File: config.mk
export PLATFORM = sky130hd
export DESIGN_NAME = spi_burst_master
export DESIGN_NICKNAME = d
export VERILOG_FILES = /design/src/rtl/spi_burst_pkg.sv /design/src/rtl/spi_burst_fifo.sv /design/src/rtl/spi_burst_sckdiv.sv /design/src/rtl/spi_burst_master.sv
export SDC_FILE = /design/constraint.sdc
export NUM_CORES = 2
export LEC_CHECK = 0
export ABC_AREA = 1
export BUFFER_PORTS_ARGS = -buffer_cell sky130_fd_sc_hd__buf_2
export CAP_MARGIN = 30
export CORE_ASPECT_RATIO = 1.4
export CORE_MARGIN = 1.5
export CORE_UTILIZATION = 30
export CTS_BUF_LIST = sky130_fd_sc_hd__clkbuf_2
export DETAILED_ROUTE_END_ITERATION = 8
export PLACE_DENSITY = 0.44
export SYNTH_ARGS = -nofsm -noshare
export SYNTH_HDL_FRONTEND = slang
export SYNTH_SLANG_ARGS = --single-unit
File: constraint.sdc
create_clock -name clk -period 7.35 [get_ports clk]
set_input_delay 0.735 -clock clk [delete_from_list [all_inputs] [get_ports clk]]
set_output_delay 0.735 -clock clk [all_outputs]
set_load 0.03 [all_outputs]
File: src/rtl/spi_burst_pkg.sv
`timescale 1ns/1ps
package spi_burst_pkg;
    typedef enum logic [1:0] {ST_IDLE, ST_LEAD, ST_SHIFT} eng_t;

    localparam logic [5:0] A_CTRL  = 6'h00;
    localparam logic [5:0] A_CLK   = 6'h04;
    localparam logic [5:0] A_BURST = 6'h08;
    localparam logic [5:0] A_TXCNT = 6'h0C;
    localparam logic [5:0] A_STAT  = 6'h10;
    localparam logic [5:0] A_TXD   = 6'h20;
    localparam logic [5:0] A_RXD   = 6'h30;

    localparam int B_EN    = 0;
    localparam int B_MST   = 1;
    localparam int B_TXCLR = 2;
    localparam int B_RXCLR = 3;
    localparam int B_GO    = 4;
    localparam int B_SRST  = 31;
endpackage

File: src/rtl/spi_burst_fifo.sv
`timescale 1ns/1ps
module spi_burst_fifo #(
    parameter int DEPTH = 64,
    parameter int W     = 8,
    parameter int PEEK  = 1,
    localparam int AW    = $clog2(DEPTH),
    localparam int LVL_W = AW + 1
) (
    input  logic              clk,
    input  logic              rst_n,
    input  logic              clr,
    input  logic              push,
    input  logic [W-1:0]      din,
    input  logic [2:0]        pop_n,
    output logic [PEEK*W-1:0] peek,
    output logic [LVL_W-1:0]  level
);
    logic [W-1:0]  mem [DEPTH];
    logic [AW-1:0] wr_ptr, rd_ptr;
    logic          push_ok;

    // a push into a full queue is dropped
    assign push_ok = push && (level < LVL_W'(DEPTH));

    always_ff @(posedge clk or negedge rst_n) begin
        if (!rst_n) begin
            wr_ptr <= '0;
            rd_ptr <= '0;
            level  <= '0;
        end else if (clr) begin
            wr_ptr <= '0;
            rd_ptr <= '0;
            level  <= '0;
        end else begin
            if (push_ok) wr_ptr <= wr_ptr + AW'(1);
            rd_ptr <= rd_ptr + AW'(pop_n);
            level  <= level + LVL_W'(push_ok) - LVL_W'(pop_n);
        end
    end

    always_ff @(posedge clk) begin
        if (push_ok && !clr) mem[wr_ptr] <= din;
    end

    for (genvar g = 0; g < PEEK; g++) begin : g_peek
        assign peek[g*W +: W] = mem[rd_ptr + AW'(g)];
    end
endmodule

File: src/rtl/spi_burst_sckdiv.sv
`timescale 1ns/1ps
module spi_burst_sckdiv (
    input  logic        clk,
    input  logic        rst_n,
    input  logic        run,
    input  logic [15:0] cfg,
    output logic        tick
);
    // one tick per SCK half-period
    logic [16:0] half, cnt;

    always_comb begin
        if (cfg[12]) half = 17'(cfg[7:0]) + 17'd1;
        else         half = 17'd1 << cfg[11:8];
    end

    assign tick = run && (cnt >= half - 17'd1);

    always_ff @(posedge clk or negedge rst_n) begin
        if (!rst_n)            cnt <= '0;
        else if (!run || tick) cnt <= '0;
        else                   cnt <= cnt + 17'd1;
    end
endmodule

File: src/rtl/spi_burst_master.sv
`timescale 1ns/1ps
module spi_burst_master
    import spi_burst_pkg::*;
#(
    parameter int FIFO_DEPTH = 64,
    parameter int CNT_W      = 16,
    localparam int LVL_W     = $clog2(FIFO_DEPTH) + 1
) (
    input  logic        clk,
    input  logic        rst_n,
    input  logic        bus_valid,
    input  logic        bus_write,
    input  logic        bus_word,
    input  logic [5:0]  bus_addr,
    input  logic [31:0] bus_wdata,
    output logic [31:0] bus_rdata,
    output logic        spi_sck,
    output logic        spi_cs_n,
    output logic        spi_mosi,
    input  logic        spi_miso
);
    typedef struct packed {
        eng_t             fsm;
        logic             cs_n;
        logic             sck;
        logic [7:0]       tx_sh;
        logic [7:0]       rx_sh;
        logic [2:0]       bitcnt;
        logic [CNT_W-1:0] bytes_left;
        logic [CNT_W-1:0] tx_left;
        logic             en;
        logic             master;
        logic             srst;
        logic [15:0]      clkdiv;
        logic [CNT_W-1:0] burst;
        logic [CNT_W-1:0] txcnt;
    } regs_t;

    localparam regs_t RST = '{fsm: ST_IDLE, cs_n: 1'b1, default: '0};

    regs_t q, d;

    logic             tick, busy, wr, rd, start;
    logic             tx_push, tx_pop, tx_clr, rx_push, rx_clr;
    logic [2:0]       rx_pop_n;
    logic [7:0]       tx_peek;
    logic [31:0]      rx_peek;
    logic [LVL_W-1:0] tx_level, rx_level;
    logic [CNT_W-1:0] load_left;
    logic             load_pop;
    logic [7:0]       load_byte;

    spi_burst_fifo #(.DEPTH(FIFO_DEPTH), .W(8), .PEEK(1)) u_txq (
        .clk(clk), .rst_n(rst_n), .clr(tx_clr), .push(tx_push),
        .din(bus_wdata[7:0]), .pop_n({2'b00, tx_pop}),
        .peek(tx_peek), .level(tx_level));

    spi_burst_fifo #(.DEPTH(FIFO_DEPTH), .W(8), .PEEK(4)) u_rxq (
        .clk(clk), .rst_n(rst_n), .clr(rx_clr), .push(rx_push),
        .din(q.rx_sh), .pop_n(rx_pop_n),
        .peek(rx_peek), .level(rx_level));

    spi_burst_sckdiv u_div (
        .clk(clk), .rst_n(rst_n), .run(q.fsm != ST_IDLE),
        .cfg(q.clkdiv), .tick(tick));

    assign busy     = (q.fsm != ST_IDLE);
    assign spi_sck  = q.sck;
    assign spi_cs_n = q.cs_n;
    assign spi_mosi = q.tx_sh[7];
    assign wr       = bus_valid && bus_write;
    assign rd       = bus_valid && !bus_write;

    // next byte to send: queued data while the send count lasts, then 0x00
    always_comb begin
        load_left = (q.fsm == ST_IDLE) ? q.txcnt : q.tx_left;
        load_pop  = (load_left != '0) && (tx_level != '0);
        load_byte = load_pop ? tx_peek : 8'h00;
    end

    always_comb begin
        d        = q;
        start    = 1'b0;
        tx_push  = 1'b0;
        tx_pop   = 1'b0;
        rx_push  = 1'b0;
        tx_clr   = q.srst;
        rx_clr   = q.srst;
        rx_pop_n = 3'd0;

        if (wr) begin
            case (bus_addr)
                A_CTRL: begin
                    d.en     = bus_wdata[B_EN];
                    d.master = bus_wdata[B_MST];
                    d.srst   = bus_wdata[B_SRST];
                    tx_clr   = tx_clr || bus_wdata[B_TXCLR];
                    rx_clr   = rx_clr || bus_wdata[B_RXCLR];
                    start    = bus_wdata[B_GO] && bus_wdata[B_EN] && bus_wdata[B_MST]
                               && (q.fsm == ST_IDLE) && (q.burst != '0);
                end
                A_CLK:   d.clkdiv = bus_wdata[15:0];
                A_BURST: d.burst  = bus_wdata[CNT_W-1:0];
                A_TXCNT: d.txcnt  = bus_wdata[CNT_W-1:0];
                A_TXD:   tx_push  = 1'b1;
                default: ;
            endcase
        end

        if (rd && bus_addr == A_RXD) begin
            if (!bus_word)                      rx_pop_n = (rx_level != '0) ? 3'd1 : 3'd0;
            else if (rx_level >= LVL_W'(4))     rx_pop_n = 3'd4;
            else                                rx_pop_n = rx_level[2:0];
        end

        if (start) begin
            d.fsm        = ST_LEAD;
            d.cs_n       = 1'b0;
            d.sck        = 1'b0;
            d.bitcnt     = '0;
            d.bytes_left = q.burst;
            d.tx_sh      = load_byte;
            tx_pop       = load_pop;
            d.tx_left    = (load_left != '0) ? load_left - 1'b1 : '0;
        end else if (tick) begin
            case (q.fsm)
                ST_LEAD: begin
                    d.fsm   = ST_SHIFT;
                    d.sck   = 1'b1;
                    d.rx_sh = {q.rx_sh[6:0], spi_miso};
                end
                ST_SHIFT: begin
                    if (!q.sck) begin
                        d.sck   = 1'b1;
                        d.rx_sh = {q.rx_sh[6:0], spi_miso};
                    end else begin
                        d.sck = 1'b0;
                        if (q.bitcnt == 3'd7) begin
                            d.bitcnt     = '0;
                            rx_push      = 1'b1;
                            d.bytes_left = q.bytes_left - 1'b1;
                            if (q.bytes_left == CNT_W'(1)) begin
                                d.fsm  = ST_IDLE;
                                d.cs_n = 1'b1;
                            end else begin
                                d.tx_sh   = load_byte;
                                tx_pop    = load_pop;
                                d.tx_left = (load_left != '0) ? load_left - 1'b1 : '0;
                            end
                        end else begin
                            d.bitcnt = q.bitcnt + 3'd1;
                            d.tx_sh  = {q.tx_sh[6:0], 1'b0};
                        end
                    end
                end
                default: ;
            endcase
        end

        if (q.srst) begin
            d       = RST;
            tx_push = 1'b0;
            tx_pop  = 1'b0;
            rx_push = 1'b0;
        end
    end

    always_ff @(posedge clk or negedge rst_n) begin
        if (!rst_n) q <= RST;
        else        q <= d;
    end

    always_comb begin
        bus_rdata = '0;
        case (bus_addr)
            A_CTRL:  bus_rdata = {q.srst, 26'b0, busy, 2'b00, q.master, q.en};
            A_CLK:   bus_rdata = 32'(q.clkdiv);
            A_BURST: bus_rdata = 32'(q.burst);
            A_TXCNT: bus_rdata = 32'(q.txcnt);
            A_STAT: begin
                bus_rdata[LVL_W-1:0]  = rx_level;
                bus_rdata[8 +: LVL_W] = tx_level;
            end
            A_RXD: begin
                for (int i = 0; i < 4; i++) begin
                    if ((bus_word || i == 0) && (rx_level > LVL_W'(i)))
                        bus_rdata[i*8 +: 8] = rx_peek[i*8 +: 8];
                end
            end
            default: ;
        endcase
    end
endmodule

# Word-level counts from Yosys, hierarchy flattened
# Memory sizes are Yosys's and may differ from the RTL's.
# Cells that the tools add are included.
dict set report word_totals {
  ramBits 1024
  word_cells 202
  regBits 161
  input_bits 44
  mem_count 2
  output_inout_bits 35
}
dict set report op_classes {
  addsub 17
  reduce_logical 57
  muxes 79
  n_eq_ne 17
  shifts 1
  n_lt_le_gt_ge 8
}
# memory words width read_ports rd_clocked_by_memory_dff write_ports line_no
set mem_list {}
lappend mem_list {u_rxq.mem 64 8 4 0 1 spi_burst_fifo.sv:18} ;# logic [W-1:0] mem [DEPTH];
lappend mem_list {u_txq.mem 64 8 1 0 1 spi_burst_fifo.sv:18}
# op n
set ops {}
lappend ops {{106-bit two-way mux} 1}
lappend ops {{35-bit two-way mux} 3}
lappend ops {{16-bit two-way mux} 6}
lappend ops {{8-bit two-way mux} 11}
lappend ops {{17-bit one-hot mux with 5 select lines} 1}
lappend ops {{55-bit two-way mux} 1}
lappend ops {{51-bit two-way mux} 1}
lappend ops {{7-bit one-hot mux with 6 select lines} 1}
lappend ops {{6-bit two-way mux} 6}
lappend ops {{7-bit one-hot mux with 5 select lines} 1}
lappend ops {{17-bit two-way mux} 2}
lappend ops {{32-bit two-way mux} 1}
lappend ops {{16-bit nonzero test} 2}
lappend ops {{16-bit by 1-bit subtractor with 16-bit output, second input constant} 2}
lappend ops {{1-bit two-way mux} 29}
lappend ops {{3-bit two-way mux} 8}
lappend ops {{6-bit by 1-bit adder with 6-bit output, second input constant} 3}
lappend ops {{2-bit nonzero test} 9}
lappend ops {{3-bit nonzero test} 6}
lappend ops {{17-bit by 1-bit adder with 17-bit output, second input constant} 1}
lappend ops {{17-bit >= comparator} 1}
lappend ops {{1-bit by 4-bit left shift with 17-bit output, first input constant} 1}
lappend ops {{17-bit by 1-bit subtractor with 17-bit output, second input constant} 1}
lappend ops {{16-bit by 1-bit equality test with 1-bit output, second input constant} 1}
lappend ops {{39 further kinds} 80}

# Depth between registers and ports, before layout
dict set report depth {
  word_depth 13
  depth_mapped 36
  ltp_nobuf 36
}

# Modules after synthesis
# From an unflattened synthesis, not the netlist that was laid out.
dict set report hier_totals {
  cells_unflattened 7396
  area_unflattened_um2 63450.9
}
# mod n_inst area_each_um2 seq_area_each_um2 cells_per_inst
set by_module_without_submodules {}
lappend by_module_without_submodules {{spi_burst_fifo (u_rxq)} 1 32817.7 15850.2 4253}
lappend by_module_without_submodules {{spi_burst_fifo (u_txq)} 1 22217.6 15850.2 1919}
lappend by_module_without_submodules {spi_burst_master 1 6329.8 2653.8 917}
lappend by_module_without_submodules {spi_burst_sckdiv 1 2085.8 425.4 307}

# Worst setup path before layout
# OpenSTA, ideal clock, no wires.
dict set report synth_path {
  path_type {register to register}
  from {reg q[32] in the netlist's numbering}
  to {reg u_txq.level[6]}
  path_stages_with_launch 33
  path_slack_ns 2.843
  t_required_ns 7.228
  period_less_slack_ns 4.507
  path_buffers 0
  arrival_time_ns 4.386
  setup_ns 0.122
  path_cell_list {dfrtp_1 -> ha_1 -> nand2_1 -> a21boi_0 -> ha_1 -> inv_1 -> nor2_1 -> nand3_1 -> nor2_1 -> nand2_1 -> ha_1 -> nand2_1 -> nor2_2 -> and2_1 -> nand2_1 -> nand2_1 -> nor2_2 -> a21oi_4 -> nand2_2 -> a21oi_2 -> inv_2 -> nand2_1 -> ha_1 -> inv_1 -> fa_1 -> nor2_1 -> nor2_1 -> o21bai_1 -> nand2_1 -> a21oi_1 -> nor2_1 -> xor2_1 -> nor2_1}
}
dict set report synth_between {
  elab_chain_len 10
}
# item line_no
set synth_rtl {}
lappend synth_rtl {{start, declared} spi_burst_master.sv:41} ;# regs_t q, d;
lappend synth_rtl {{start signal, assigned} spi_burst_master.sv:169} ;# if (!rst_n) q <= RST;
lappend synth_rtl {{start signal, assigned} spi_burst_master.sv:170} ;# else q <= d;
lappend synth_rtl {{8-bit by 1-bit adder with 9-bit output} spi_burst_sckdiv.sv:13} ;# if (cfg[12]) half = 17'(cfg[7:0]) + 17'd1;
lappend synth_rtl {{17-bit two-way mux} spi_burst_sckdiv.sv:13}
lappend synth_rtl {{17-bit by 1-bit subtractor with 17-bit output} spi_burst_sckdiv.sv:17} ;# assign tick = run && (cnt >= half - 17'd1);
lappend synth_rtl {{17-bit >= comparator} spi_burst_sckdiv.sv:17}
lappend synth_rtl {{1-bit logical AND} spi_burst_sckdiv.sv:17}
lappend synth_rtl {{1-bit two-way mux} spi_burst_master.sv:125} ;# end else if (tick) begin
lappend synth_rtl {{1-bit two-way mux} spi_burst_master.sv:116} ;# if (start) begin
lappend synth_rtl {{1-bit two-way mux} spi_burst_master.sv:160} ;# if (q.srst) begin
lappend synth_rtl {{7-bit by 1-bit subtractor with 7-bit output} spi_burst_fifo.sv:37} ;# level <= level + LVL_W'(push_ok) - LVL_W'(pop_n);
lappend synth_rtl {{7-bit two-way mux} spi_burst_fifo.sv:30} ;# end else if (clr) begin
lappend synth_rtl {{end signal, assigned} spi_burst_fifo.sv:37}
lappend synth_rtl {{end, declared} spi_burst_fifo.sv:16} ;# output logic [LVL_W-1:0] level
# No other way between the ends.
# A chain may end at the register's enable or synchronous reset.

# Final worst setup path
dict set report layout_path {
  from {reg u_rxq.rd_ptr[0]}
  to {out bus_rdata[29]}
}
dict set report layout_between {
  elab_chain_len 4
}
# item line_no
set layout_rtl {}
lappend layout_rtl {{start, declared} spi_burst_fifo.sv:19} ;# logic [AW-1:0] wr_ptr, rd_ptr;
lappend layout_rtl {{start signal, assigned} spi_burst_fifo.sv:36} ;# rd_ptr <= rd_ptr + AW'(pop_n);
lappend layout_rtl {{6-bit by 2-bit adder with 6-bit output} spi_burst_fifo.sv:46} ;# assign peek[g*W +: W] = mem[rd_ptr + AW'(g)];
lappend layout_rtl {{memory 64 x 8 bit} --}
lappend layout_rtl {{8-bit two-way mux} spi_burst_master.sv:186} ;# if ((bus_word || i == 0) && (rx_level > LVL_W'(i)))
lappend layout_rtl {{17-bit one-hot mux with 5 select lines} spi_burst_master.sv:175} ;# case (bus_addr)
lappend layout_rtl {{end, declared} spi_burst_master.sv:16} ;# output logic [31:0] bus_rdata,
# No other way between the ends.

==> out/metrics.csv <==
stage,metric,value,unit
worst_setup_path,flop2flop setup slack,1540,ps
cts,CTS Buffer Depth,4,
synthesis,Mean Syn Cell Area,8.840,um2
routing,drt initial violations,4671,
power_and_ir_drop,power per cell area,214.4,nW/um2
worst_hold_path,Hold Crit Endpoint,q[44]$_DFFE_PN0P_,
worst_setup_path,"Arr. time, crit path",6270,ps
die,core area,206100,um2
routing,drt via density,5.157,
synthesis,Post-synth EDFFs,1024,
timing,Final Hold Viols,0,
cts,TritonCTS buffer count,317,
timing,max-slew violation count,0,
synthesis,syn nets,7151,
die,Die Area,210400,um2
timing,RSZ-0062 raised after global routing,no,
cts,H-tree depth,5,
cells_and_area,layout cells sized above 1,11.02,%
placement,input/output buffers,63,
placement,DP Cell Count,9466,
synthesis,top cell type's share of synthesized area,49.37,%
worst_setup_path,Setup crit end kind,output port,
placement,placed wire-length estimate,150000,um
timing,FMAX,142.8,MHz
timing,Slew headroom,11.19,%
cts,CTS Sinks,1185,
cts,"Reg clk slew, reported paths",100,ps
synthesis,synth unique cells,64,
synthesis,dominant synthesized flop cell,edfxtp_1,
timing,minimum clock period,7002,ps
routing,DR pass1 iterations,8,
timing,Final WS setup,347.6,ps
cts,post-cts repair resize count,0,
synthesis,post-synthesis sequential area ratio,55.84,%
routing,Residual DRC,0,
die,Initial Util,30.23,%
die,die width,388.1,um
worst_setup_path,CP Max Fanout,123,
power_and_ir_drop,Final Power,14.71,mW
worst_setup_path,startpoint types,flip-flop,
cells_and_area,area grow syn2layout,10.17,%
synthesis,cell area after synthesis,62290,um2
worst_hold_path,worst hold start,bus_wdata[12],
die,# IOs,79,
grt,Overall Global Routing Usage,21.77,%
routing,Post-DRT Antenna Nets,0,
worst_setup_path,RR Endpoint,u_rxq.mem[58][4]$_DFFE_PP_,
grt,total grt overflow,0,
synthesis,total number of yosys warnings,0,
outcome,status,finished clean,
worst_setup_path,CP required,6610,ps
cts,TritonCTS clock tree,built,
routing,Vias,51940,
cts,setup bufs post-CTS,0,
timing,worst slew pin tran,1332,ps
timing,final cycle utilization of the critical path,95.27,%
cells_and_area,Final Non-Filler Cells,10070,
placement,Placer Congestion,0.9371,
synthesis,Synth area leader,edfxtp_1,
synthesis,Synth async-reset ratio,13.59,%
power_and_ir_drop,leakage,26.75,nW
grt,initial antenna violation count,10,
synthesis,Syn Inst Count,7046,
worst_hold_path,Hold Path Cell Cnt,4,
timing,Final Setup Violations,0,
placement,Setup WS pre-CTS,1556,ps
worst_hold_path,hold crit path type,in2reg,
grt,largest net degree at the start of global routing,163,
power_and_ir_drop,Max IR drop VDD,116.8,uV
worst_setup_path,reg-to-reg critical path startpoint,q[32]$_DFFE_PN0P_,
cts,CTS root buffer,clkbuf_2,
synthesis,"FF+latch count, synth",1185,
worst_setup_path,worst setup path startpoint,u_rxq.rd_ptr[0]$_DFF_PN0_,
die,Die Ht,542.1,um
timing,hold_ws,224.6,ps
routing,total length of routed wires,234900,um
synthesis,main area contributors after synthesis,"edfxtp_1, nand2_1, nand3_1, dfrtp_1, o21ai_0",
worst_setup_path,R2R depth,24,
flow_run,max cap viols,0,
die,site row count,197,
worst_setup_path,critical path type,reg2out,
routing,routed len/inst,23.32,um
grt,vias in the first global route,50330,
cts,"Clk Latency, worst-skew pair",1610,ps
timing,setup TNS,0,ps
grt,first-pass GRT wire length,338400,um
cells_and_area,nets,7251,
timing,Fin Clk Skew,215.0,ps
cell type report:
class | instances | area, um2
Clock buffer | 454 | 2272
Fill cell | 21570 | 137400
Clock inverter | 94 | 559.3
Multi-Input combinational cell | 5078 | 24420
Tap cell | 2686 | 3361
Sequential cell | 1185 | 34810
Inverter | 338 | 1310
Timing Repair Buffer | 226 | 1871
Antenna cell | 11 | 27.53
cells in the final DEF (no fill, tap or decap), types with 8 or more instances in the layout:
| master | count |
|---|---|
| diode_2 | 11 |
| dlygate4sd3_1 | 42 |
| mux2i_1 | 75 |
| o21ai_1 | 28 |
| inv_2 | 24 |
| a221oi_1 | 14 |
| xnor2_1 | 20 |
| buf_4 | 101 |
| o22ai_2 | 9 |
| clkbuf_2 | 454 |
| nor2_2 | 11 |
| o21ai_0 | 526 |
| nand4_1 | 20 |
| or2_2 | 20 |
| clkinv_2 | 13 |
| o21ai_2 | 11 |
| edfxtp_1 | 1024 |
| a31oi_1 | 9 |
| dfrtp_1 | 146 |
| a21oi_1 | 115 |
| buf_2 | 62 |
| ha_1 | 56 |
| o22ai_1 | 23 |
| buf_12 | 8 |
| nor2_1 | 323 |
| dfrtp_2 | 10 |
| xor2_1 | 33 |
| o31ai_1 | 11 |
| clkinv_1 | 75 |
| o211ai_1 | 149 |
| nor3_1 | 56 |
| inv_1 | 304 |
| nand2_1 | 2308 |
| nand3_1 | 1158 |
stage by stage:
stage | utilization (%) | instance area, um2
global route | 33.30 | 68620
global placement | 31.59 | 65090
finish | 33.30 | 68630
floorplan | - | 62290
detailed placement | 31.66 | 65250
CTS | 33.26 | 68530
worst max-delay path by stage:
stage          depth (start not counted)                    endpoint  slack, ps
2_1_floorplan                         32    u_txq.level[6]$_DFF_PN0_       2840
3_5_place_dp                          24  u_rxq.mem[10][4]$_DFFE_PP_       1560
5_1_grt                               14               bus_rdata[31]        130
6_report                              11               bus_rdata[29]        350
3_3_place_gp                          22  u_rxq.mem[41][0]$_DFFE_PP_       1470
4_1_cts                               11               bus_rdata[31]        300
synth_stat cells, types with 11 or more instances:
cell	number
inv_2	18
o21ai_2	11
clkbuf_1	238
dfrtp_1	160
or2_2	20
o22ai_1	23
buf_2	137
buf_4	11
mux2i_1	75
nor3_1	60
ha_1	58
inv_1	308
nor2_1	325
buf_1	51
o31ai_1	11
xnor2_1	21
nand2_1	2308
o211ai_1	149
o21ai_0	526
edfxtp_1	1024
xor2_1	37
a221oi_1	14
a21oi_1	117
o21ai_1	29
nand4_1	20
nand3_1	1158
power breakdown:
| group | total [mW] | internal (mW) | switching [mW] |
|---|---|---|---|
| sequential | 7.43 | 7.35 | 0.0840 |
| combinational | 2.45 | 0.694 | 1.75 |
| clock | 4.83 | 1.89 | 2.94 |
state kept, by name, indices dropped and copies added (netlist names), 7 cells and up:
name,count
u_rxq.level,7
u_txq.mem,512
u_rxq.mem,512
u_txq.level,7
u_div.cnt,17
q,103
logic make-up (layout without fill, tap and decap cells):
| family | after synthesis | after routing | share of synthesized area [%] |
|---|---|---|---|
| AO/OA/AOI/OAI | 927 | 927 | 8.575 |
| multiplexers | 75 | 75 | 1.205 |
| XOR/XNOR | 59 | 59 | 0.8417 |
| buffers and inverters | 783 | 1112 | 5.189 |
| other | 0 | 11 | 0 |
| flip-flops | 1185 | 1185 | 55.84 |
| adder cells (fa/ha/maj) | 61 | 61 | 1.261 |
| AND/OR/NAND/NOR | 3956 | 3956 | 27.09 |
worst max-delay path, cell delays in order (launching register included):
cell and delay, ps:
dfrtp_4 930, inv_8 360, ha_4 380, xor2_4 170, buf_4 690, buf_4 510
nand3_1 140, a21oi_1 310, nor3_1 90, o31ai_1 580, nor2_1 200, buf_2 240
what timing repair did:
action                     CTS  global route
hold endpoints to repair   720             0
setup endpoints to repair    0             0
hold buffers                43             0
per-layer routing:
metal,GRT usage [%],up-vias,wire length [um]
met3,3.651,590,14930
met5,0,-,64
met2,36.79,1962,113000
met4,12.54,8,14340
met1,26.11,24780,92530
li1,-,24600,-
(Power assumes the default switching activity.)
